===== src/rtl/wc_pkg.sv =====
package wc_pkg;
  typedef enum logic [1:0] {
    BUF_FREE  = 2'd0,
    BUF_WC    = 2'd1,
    BUF_EVICT = 2'd2,
    BUF_FILL  = 2'd3
  } buf_state_e;
endpackage


===== src/rtl/wc_pick_first.sv =====
module wc_pick_first #(
  parameter int N = 4
) (
  input  logic [N-1:0] req_i,
  output logic [N-1:0] gnt_o
);
  always_comb begin
    gnt_o = '0;
    for (int i = N - 1; i >= 0; i--) begin
      if (req_i[i]) gnt_o = '0;
      if (req_i[i]) gnt_o[i] = 1'b1;
    end
  end
endmodule


===== src/rtl/wc_age_tracker.sv =====
// Age matrix over combining allocations; older_q[i][j] = buffer i allocated before j.
module wc_age_tracker #(
  parameter int N = 4
) (
  input  logic         clk_i,
  input  logic         rst_ni,
  input  logic [N-1:0] alloc_oh_i,
  input  logic [N-1:0] cand_a_i,
  input  logic [N-1:0] cand_b_i,
  output logic [N-1:0] oldest_a_o,
  output logic [N-1:0] oldest_b_o
);
  logic [N-1:0][N-1:0] older_q;

  always_ff @(posedge clk_i or negedge rst_ni) begin
    if (!rst_ni) begin
      for (int i = 0; i < N; i++)
        for (int j = 0; j < N; j++)
          older_q[i][j] <= (i < j);
    end else begin
      for (int i = 0; i < N; i++)
        for (int j = 0; j < N; j++)
          if (alloc_oh_i[i]) older_q[i][j] <= 1'b0;
          else if (alloc_oh_i[j]) older_q[i][j] <= 1'b1;
    end
  end

  always_comb begin
    oldest_a_o = cand_a_i;
    oldest_b_o = cand_b_i;
    for (int i = 0; i < N; i++)
      for (int j = 0; j < N; j++)
        if (j != i && older_q[j][i]) begin
          if (cand_a_i[j]) oldest_a_o[i] = 1'b0;
          if (cand_b_i[j]) oldest_b_o[i] = 1'b0;
        end
  end
endmodule


===== src/rtl/wc_line_buf.sv =====
module wc_line_buf #(
  parameter int LINE_BYTES = 32,
  parameter int ADDR_W     = 26,
  localparam int DATA_W    = LINE_BYTES * 8
) (
  input  logic                  clk_i,
  input  logic                  rst_ni,
  input  logic                  load_i,
  input  logic                  merge_i,
  input  logic [ADDR_W-1:0]     addr_i,
  input  logic [LINE_BYTES-1:0] be_i,
  input  logic [DATA_W-1:0]     data_i,
  output logic [ADDR_W-1:0]     addr_o,
  output logic [LINE_BYTES-1:0] dirty_o,
  output logic [DATA_W-1:0]     data_o,
  output logic                  full_merge_o
);
  logic [ADDR_W-1:0]     addr_q;
  logic [LINE_BYTES-1:0] dirty_q;
  logic [DATA_W-1:0]     data_q;

  always_ff @(posedge clk_i or negedge rst_ni) begin
    if (!rst_ni) begin
      addr_q  <= '0;
      dirty_q <= '0;
      data_q  <= '0;
    end else if (load_i) begin
      addr_q  <= addr_i;
      dirty_q <= be_i;
      for (int b = 0; b < LINE_BYTES; b++)
        data_q[8*b +: 8] <= be_i[b] ? data_i[8*b +: 8] : 8'h00;
    end else if (merge_i) begin
      dirty_q <= dirty_q | be_i;
      for (int b = 0; b < LINE_BYTES; b++)
        if (be_i[b]) data_q[8*b +: 8] <= data_i[8*b +: 8];
    end
  end

  assign addr_o       = addr_q;
  assign dirty_o      = dirty_q;
  assign data_o       = data_q;
  assign full_merge_o = &(dirty_q | be_i);
endmodule


===== src/rtl/wc_combine_ctrl.sv =====
module wc_combine_ctrl
  import wc_pkg::*;
#(
  parameter int N_BUF      = 4,
  parameter int LINE_BYTES = 32,
  parameter int ADDR_W     = 26,
  localparam int DATA_W    = LINE_BYTES * 8,
  localparam int IDX_W     = (N_BUF > 1) ? $clog2(N_BUF) : 1
) (
  input  logic                  clk_i,
  input  logic                  rst_ni,
  input  logic                  wr_valid_i,
  output logic                  wr_ready_o,
  input  logic [ADDR_W-1:0]     wr_addr_i,
  input  logic [LINE_BYTES-1:0] wr_be_i,
  input  logic [DATA_W-1:0]     wr_data_i,
  input  logic                  fill_req_i,
  output logic                  fill_gnt_o,
  output logic [IDX_W-1:0]      fill_id_o,
  input  logic                  fill_rel_i,
  input  logic [IDX_W-1:0]      fill_rel_id_i,
  input  logic                  fence_i,
  output logic                  fence_ack_o,
  output logic                  bus_valid_o,
  input  logic                  bus_ready_i,
  output logic [ADDR_W-1:0]     bus_addr_o,
  output logic [LINE_BYTES-1:0] bus_be_o,
  output logic [DATA_W-1:0]     bus_data_o
);
  buf_state_e state_q [N_BUF];
  buf_state_e state_d [N_BUF];

  logic [N_BUF-1:0] free_m, wc_m, ev_m, hit_m, full_m;
  logic [N_BUF-1:0] fill_pick, free_after, wr_pick, wr_alloc, wr_merge;
  logic [N_BUF-1:0] oldest_wc, oldest_ev, victim, bus_sel, held_q;
  logic [ADDR_W-1:0]     buf_addr  [N_BUF];
  logic [LINE_BYTES-1:0] buf_dirty [N_BUF];
  logic [DATA_W-1:0]     buf_data  [N_BUF];
  logic hit_any, wr_room, wr_fire, wr_blk, fill_blk, force_evict, bus_fire;
  logic fence_busy_q;

  always_comb begin
    for (int i = 0; i < N_BUF; i++) begin
      free_m[i] = (state_q[i] == BUF_FREE);
      wc_m[i]   = (state_q[i] == BUF_WC);
      ev_m[i]   = (state_q[i] == BUF_EVICT);
      hit_m[i]  = wc_m[i] && (buf_addr[i] == wr_addr_i);
    end
  end

  wc_pick_first #(.N(N_BUF)) u_pick_fill (.req_i(free_m),     .gnt_o(fill_pick));
  wc_pick_first #(.N(N_BUF)) u_pick_wr   (.req_i(free_after), .gnt_o(wr_pick));

  assign hit_any    = |hit_m;
  assign fill_gnt_o = fill_req_i & (|free_m);
  assign free_after = free_m & ~(fill_gnt_o ? fill_pick : '0);
  assign wr_room    = |free_after;
  assign wr_ready_o = ~fence_busy_q & ~fence_i & (hit_any | wr_room);
  assign wr_fire    = wr_valid_i & wr_ready_o;
  assign wr_alloc   = (wr_fire & ~hit_any) ? wr_pick : '0;
  assign wr_merge   = wr_fire ? hit_m : '0;

  // Pool exhausted: push the oldest combining line out, one at a time.
  assign wr_blk      = wr_valid_i & ~fence_busy_q & ~fence_i & ~hit_any & ~wr_room;
  assign fill_blk    = fill_req_i & ~(|free_m);
  assign force_evict = (wr_blk | fill_blk) & ~(|ev_m);
  assign victim      = force_evict ? oldest_wc : '0;

  wc_age_tracker #(.N(N_BUF)) u_age (
    .clk_i, .rst_ni,
    .alloc_oh_i (wr_alloc),
    .cand_a_i   (wc_m),
    .cand_b_i   (ev_m),
    .oldest_a_o (oldest_wc),
    .oldest_b_o (oldest_ev)
  );

  for (genvar g = 0; g < N_BUF; g++) begin : g_buf
    wc_line_buf #(.LINE_BYTES(LINE_BYTES), .ADDR_W(ADDR_W)) u_line (
      .clk_i, .rst_ni,
      .load_i       (wr_alloc[g]),
      .merge_i      (wr_merge[g]),
      .addr_i       (wr_addr_i),
      .be_i         (wr_be_i),
      .data_i       (wr_data_i),
      .addr_o       (buf_addr[g]),
      .dirty_o      (buf_dirty[g]),
      .data_o       (buf_data[g]),
      .full_merge_o (full_m[g])
    );
  end

  // A stalled write keeps its slot on the bus even if an older line turns up.
  assign bus_sel     = (|held_q) ? held_q : oldest_ev;
  assign bus_valid_o = |ev_m;
  assign bus_fire    = bus_valid_o & bus_ready_i;

  always_comb begin
    bus_addr_o = '0;
    bus_be_o   = '0;
    bus_data_o = '0;
    fill_id_o  = '0;
    for (int i = 0; i < N_BUF; i++) begin
      if (bus_sel[i]) begin
        bus_addr_o = bus_addr_o | buf_addr[i];
        bus_be_o   = bus_be_o   | buf_dirty[i];
        bus_data_o = bus_data_o | buf_data[i];
      end
      if (fill_pick[i]) fill_id_o = IDX_W'(i);
    end
  end

  assign fence_ack_o = fence_busy_q & ~(|wc_m) & ~(|ev_m);

  always_comb begin
    for (int i = 0; i < N_BUF; i++) begin
      state_d[i] = state_q[i];
      if (fill_rel_i && fill_rel_id_i == IDX_W'(i) && state_q[i] == BUF_FILL)
        state_d[i] = BUF_FREE;
      if (bus_fire && bus_sel[i]) state_d[i] = BUF_FREE;
      if (fence_i && state_q[i] == BUF_WC) state_d[i] = BUF_EVICT;
      if (victim[i]) state_d[i] = BUF_EVICT;
      if (wr_merge[i] && full_m[i]) state_d[i] = BUF_EVICT;
      if (wr_alloc[i]) state_d[i] = (&wr_be_i) ? BUF_EVICT : BUF_WC;
      if (fill_gnt_o && fill_pick[i]) state_d[i] = BUF_FILL;
    end
  end

  always_ff @(posedge clk_i or negedge rst_ni) begin
    if (!rst_ni) begin
      for (int i = 0; i < N_BUF; i++) state_q[i] <= BUF_FREE;
      held_q       <= '0;
      fence_busy_q <= 1'b0;
    end else begin
      for (int i = 0; i < N_BUF; i++) state_q[i] <= state_d[i];
      held_q <= (bus_valid_o && !bus_ready_i) ? bus_sel : '0;
      if (fence_i) fence_busy_q <= 1'b1;
      else if (fence_ack_o) fence_busy_q <= 1'b0;
    end
  end
endmodule


===== config.mk =====
export PLATFORM = sky130hd
export DESIGN_NAME = wc_combine_ctrl
export DESIGN_NICKNAME = d
export VERILOG_FILES = /design/src/rtl/wc_pkg.sv /design/src/rtl/wc_pick_first.sv /design/src/rtl/wc_age_tracker.sv /design/src/rtl/wc_line_buf.sv /design/src/rtl/wc_combine_ctrl.sv
export SDC_FILE = /design/constraint.sdc
export NUM_CORES = 2
export LEC_CHECK = 0
export BUFFER_PORTS_ARGS = -buffer_cell sky130_fd_sc_hd__buf_2
export CAP_MARGIN = 20
export CORE_ASPECT_RATIO = 1.1
export CORE_MARGIN = 4
export CORE_UTILIZATION = 49
export DETAILED_ROUTE_END_ITERATION = 10
export PLACE_DENSITY = 0.78
export SYNTH_ARGS = -nofsm -noshare
export SYNTH_HDL_FRONTEND = slang
export SYNTH_HIERARCHICAL = 1
export SYNTH_SLANG_ARGS = --single-unit

===== constraint.sdc =====
create_clock -name clk_i -period 4.9 [get_ports clk_i]
set_clock_uncertainty 0.1 [all_clocks]
set_input_delay 0.49 -clock clk_i [delete_from_list [all_inputs] [get_ports clk_i]]
set_output_delay 0.49 -clock clk_i [all_outputs]
set_load 0.01 [all_outputs]

==> results.md <==
- The clock tree synthesis step divided the H-tree into 4 levels.
- The final period utilization is 0.902.
- The power spent charging and discharging nets is 16.1 mW.
- The register bit count reported by yosys is 1,281.
- The number of distinct library cells after synthesis is 60.
- Of all flip-flops after synthesis, the portion carrying an async set or reset was 1.00.
- Timing would allow up to 226 MHz.
- The total setup buffers inserted after CTS is 0.
- The worst reg-to-reg path cell count is 9.
- The root buffer cell is clkbuf_16.
- The die is 333 um wide.
- The floorplan row count is 130.
- The cell area that synthesis handed to floorplanning was 0.0569 mm2.
- The number of global-route vias before repair is 47,900.
- During placement, the flow inserted port buffers numbering 642.
- The boundary pin count is 643.
- The global placer's final weighted congestion is 0.948.
- The total length of routed wires is 211,000 um.
- Using the TritonRoute via totals, the vias-per-cell ratio works out to 6.80.
- The most common cell after layout, fill and taps aside is dfrtp_1.
- Before CTS, the worst setup slack after placement is 0.729 ns.
- Setup repair after global routing left no endpoint under its margin.
- The leftover overflow at the end of global routing is 0.
- STA puts the critical path data required time at 4.31 ns.
- Of the cells placed in the final design, the portion with a size suffix greater than 1 is 0.222.
- The initial antenna violation count is 44.
- The cell count after synthesis is 4,586.
- The residual antenna-violating net count after detailed routing is 0.
- The CTS tree is yes.
- Clock-pin slew was measured on the worst setup and hold paths at 0.06 ns.
- The core area is 0.115 mm2.
- The startpoint of the worst-slack reg-to-reg timing path is state_q[6]$_DFFE_PN0P_.
- The multi-input combinational cells in the finished layout cover a total of 0.0223 mm2.
- The flow ran to the end, and the final reports show no timing, DRC or antenna violations.
- TritonCTS created 137 clock buffers.
- Counting the fill cells in the layout gives 8,964.
- The overall routing resource usage is 0.334.
- The post-synthesis area per instance is 12.4 um2.
- The top cell types in the final layout, fill and taps aside, are dfrtp_1, a22o_1, buf_2, a22oi_1, nand2_1.
- The number of maximum-capacitance constraint violations is 0.
- The total number of yosys warnings is 6.
- The first detailed-routing pass ran for 8 iterations.
- The headroom to the max-slew limit is 0.249.
- Counting along the longest clock path gives a buffer depth of 3.
- The setup path with the least slack is of type reg2out.
- The share of total power dissipated in the clock network is 0.254.
- The power consumption is 42.3 mW.
- The first routing iteration left 5,805 violations.
- For this design the ratio of total power to cell area is 622 mW/mm2.
- The number of hold-slack violations in the final timing report was 0.
- Of the total power, combinational logic draws 0.350.
- The sequential fraction of the synthesis area is 0.563.
- Compared with the post-synthesis result, the final layout area differs by 19.4%.
- The post-layout utilization of the core is 0.592.
- The cell internal power dissipation is 26.2 mW.
- The largest net degree at the start of global routing is 148.
- The sequential standard cell area is 0.0321 mm2.
- The die height is 366 um.
- Setup violations remaining at the end of the flow were counted as 0.
- For the final routed database, the setup TNS stands at 0 ns.
- The transition time at the pin with the least slew margin is 1.12 ns.
- The initial cell density of the core is 0.496.
- The vias after detailed routing is 47,800.
- In this run the static leakage power is 33.9 nW.
- The startpoint class of the critical path is a flip-flop.
- The largest voltage drop on the vdd net is 0.000476 V.
- In the synthesized netlist the dominant register cell turns out to be dfrtp_1.
- The detailed placement HPWL is 136,000 um.
- The top fanout value on the critical path is 41.
- Synthesis produced a netlist with a net count of 4,909.
- The endpoint identified for the worst register-to-register timing path is g_buf[3].u_line/dirty_o[5]$_DFFE_PN0P_.
- The global-route wire length before repair is 311,000 um.
- Of the total power, the share spent switching nets is 0.380.
- The worst setup slack after layout is 0.481 ns.
- The final-report max-slew violation count is 0.
- For this run, the post-layout net count is 5,680.
- The detailed-route wire length per cell is 30.0 um.
- After detailed routing, the number of remaining DRC violations is 0.
- The worst min-delay path endpoint is g_buf[1].u_line/addr_o[9]$_DFFE_PN0P_.
- The min-delay analysis places its worst path in the category in2reg.
- The total of hold buffers inserted after clock tree synthesis is 284.
- Data on the critical path arrives at its endpoint at 3.83 ns.
- Counting I/O delays and the setup requirement, the final critical path takes 4.42 ns.
- Of the total power, registers draw 0.396.
- The number of flops mapped to enable cells by yosys is 0.
- The instance count along the most critical hold path is 2.
- The startpoint identified for the worst hold timing path is wr_addr_i[9].
- The die covers 0.122 mm2.
- The number of gates resized after CTS is 0.
- The insertion delay of the later-clocked pin in the worst-skew pair is 0.78 ns.
- Setup slack on the worst reg-to-reg path comes out at 0.69 ns.
- The endpoint kind of the worst setup timing path is an output port.
- The clock drives 1,281 sinks.
==> kinds of logic after synthesis <==
family                 count (synthesis)  synth area share
AO/OA/AOI/OAI                       2026             0.292
flip-flops                          1281             0.563
buffers and inverters                371            0.0466
multiplexers                         104            0.0206
XOR/XNOR                             104            0.0171
AND/OR/NAND/NOR                      700            0.0606
==> power groups by stage <==
stage | sequential [mW] | combinational [mW] | clock, mW
6_report | 16.7 | 14.8 | 10.8
5_1_grt | 17.1 | 15.6 | 11.3
4_1_cts | 16.6 | 14.5 | 10.9
3_5_place_dp | 16.7 | 14.3 | 0
3_3_place_gp | 16.6 | 14.0 | 0
2_1_floorplan | 15.9 | 8.58 | 0
==> per-stage QoR <==
stage,hold slack (ns),instance area [um2],cells
floorplan,0.0944,56900,4586
global placement,0.381,60400,6452
detailed placement,0.382,60400,6452
CTS,0.0189,67900,6980
global route,0.0671,67900,7007
finish,0.0999,68000,7025
==> flip-flops by register name, indices dropped and copies added, names as in the netlist <==
name	count
u_age/older_q	12
g_buf.u_line/dirty_o	128
held_q	4
fence_busy_q	1
g_buf.u_line/addr_o	104
g_buf.u_line/data_o	1024
state_q	8
==> how the worst max path moves through the flow <==
stage | from | to | cells after the start
after floorplan | state_q[2]$_DFFE_PN0P_ | g_buf[1].u_line/data_o[0]$_DFFE_PN0P_ | 13
after global placement | wr_addr_i[12] | g_buf[1].u_line/data_o[255]$_DFFE_PN0P_ | 9
after global routing | state_q[7]$_DFFE_PN0P_ | bus_be_o[5] | 7
final | state_q[3]$_DFFE_PN0P_ | bus_be_o[7] | 7
after CTS | state_q[3]$_DFFE_PN0P_ | bus_be_o[7] | 7
after detailed placement | wr_addr_i[12] | g_buf[1].u_line/data_o[253]$_DFFE_PN0P_ | 9
==> per-layer routing <==
| metal | vias to the layer above | wire length [um] | global-route usage |
|---|---|---|---|
| li1 | 19500 | - | - |
| met1 | 24200 | 79800 | 0.436 |
| met2 | 3399 | 95100 | 0.514 |
| met3 | 694 | 22800 | 0.0870 |
| met4 | 12 | 12700 | 0.182 |
| met5 | - | 79 | 0 |
==> worst max-delay path, stage by stage (launching register included) <==
cell	delay, ns
dfrtp_1	0.41
nor2b_1	0.47
and3_1	0.33
a31o_4	0.73
buf_4	0.41
a22oi_1	0.13
nand2_1	0.31
buf_2	0.22
==> final cells by class <==
cell class	instances	share of cell area
multi-input cells	2934	0.328
clock buffers	184	0.0567
inverters	14	0.000773
well taps	1518	0.0279
flip-flops and latches	1281	0.472
diodes	45	0.00166
clock inverters	60	0.0118
repair buffers	989	0.101
==> synth_stat cells, drive strengths merged (8+ instances only) <==
library cell / number / area share
nor2: 84 / 0.0067
xnor2: 67 / 0.011
nor3: 15 / 0.0018
nand3: 10 / 0.00088
a21o: 129 / 0.017
nor2b: 134 / 0.015
o22ai: 64 / 0.0070
a22o: 1024 / 0.16
nand4: 54 / 0.0059
and2: 10 / 0.0011
inv: 14 / 0.00092
dfrtp: 1275 / 0.56
a32oi: 8 / 0.0012
a211oi: 10 / 0.0013
mux2: 104 / 0.021
nor4: 20 / 0.0025
and3: 13 / 0.0014
a21oi: 130 / 0.020
a22oi: 636 / 0.084
buf: 224 / 0.037
nand2: 339 / 0.022
clkbuf: 133 / 0.0088
xor2: 37 / 0.0058
Power figures use the tool's default switching activity.
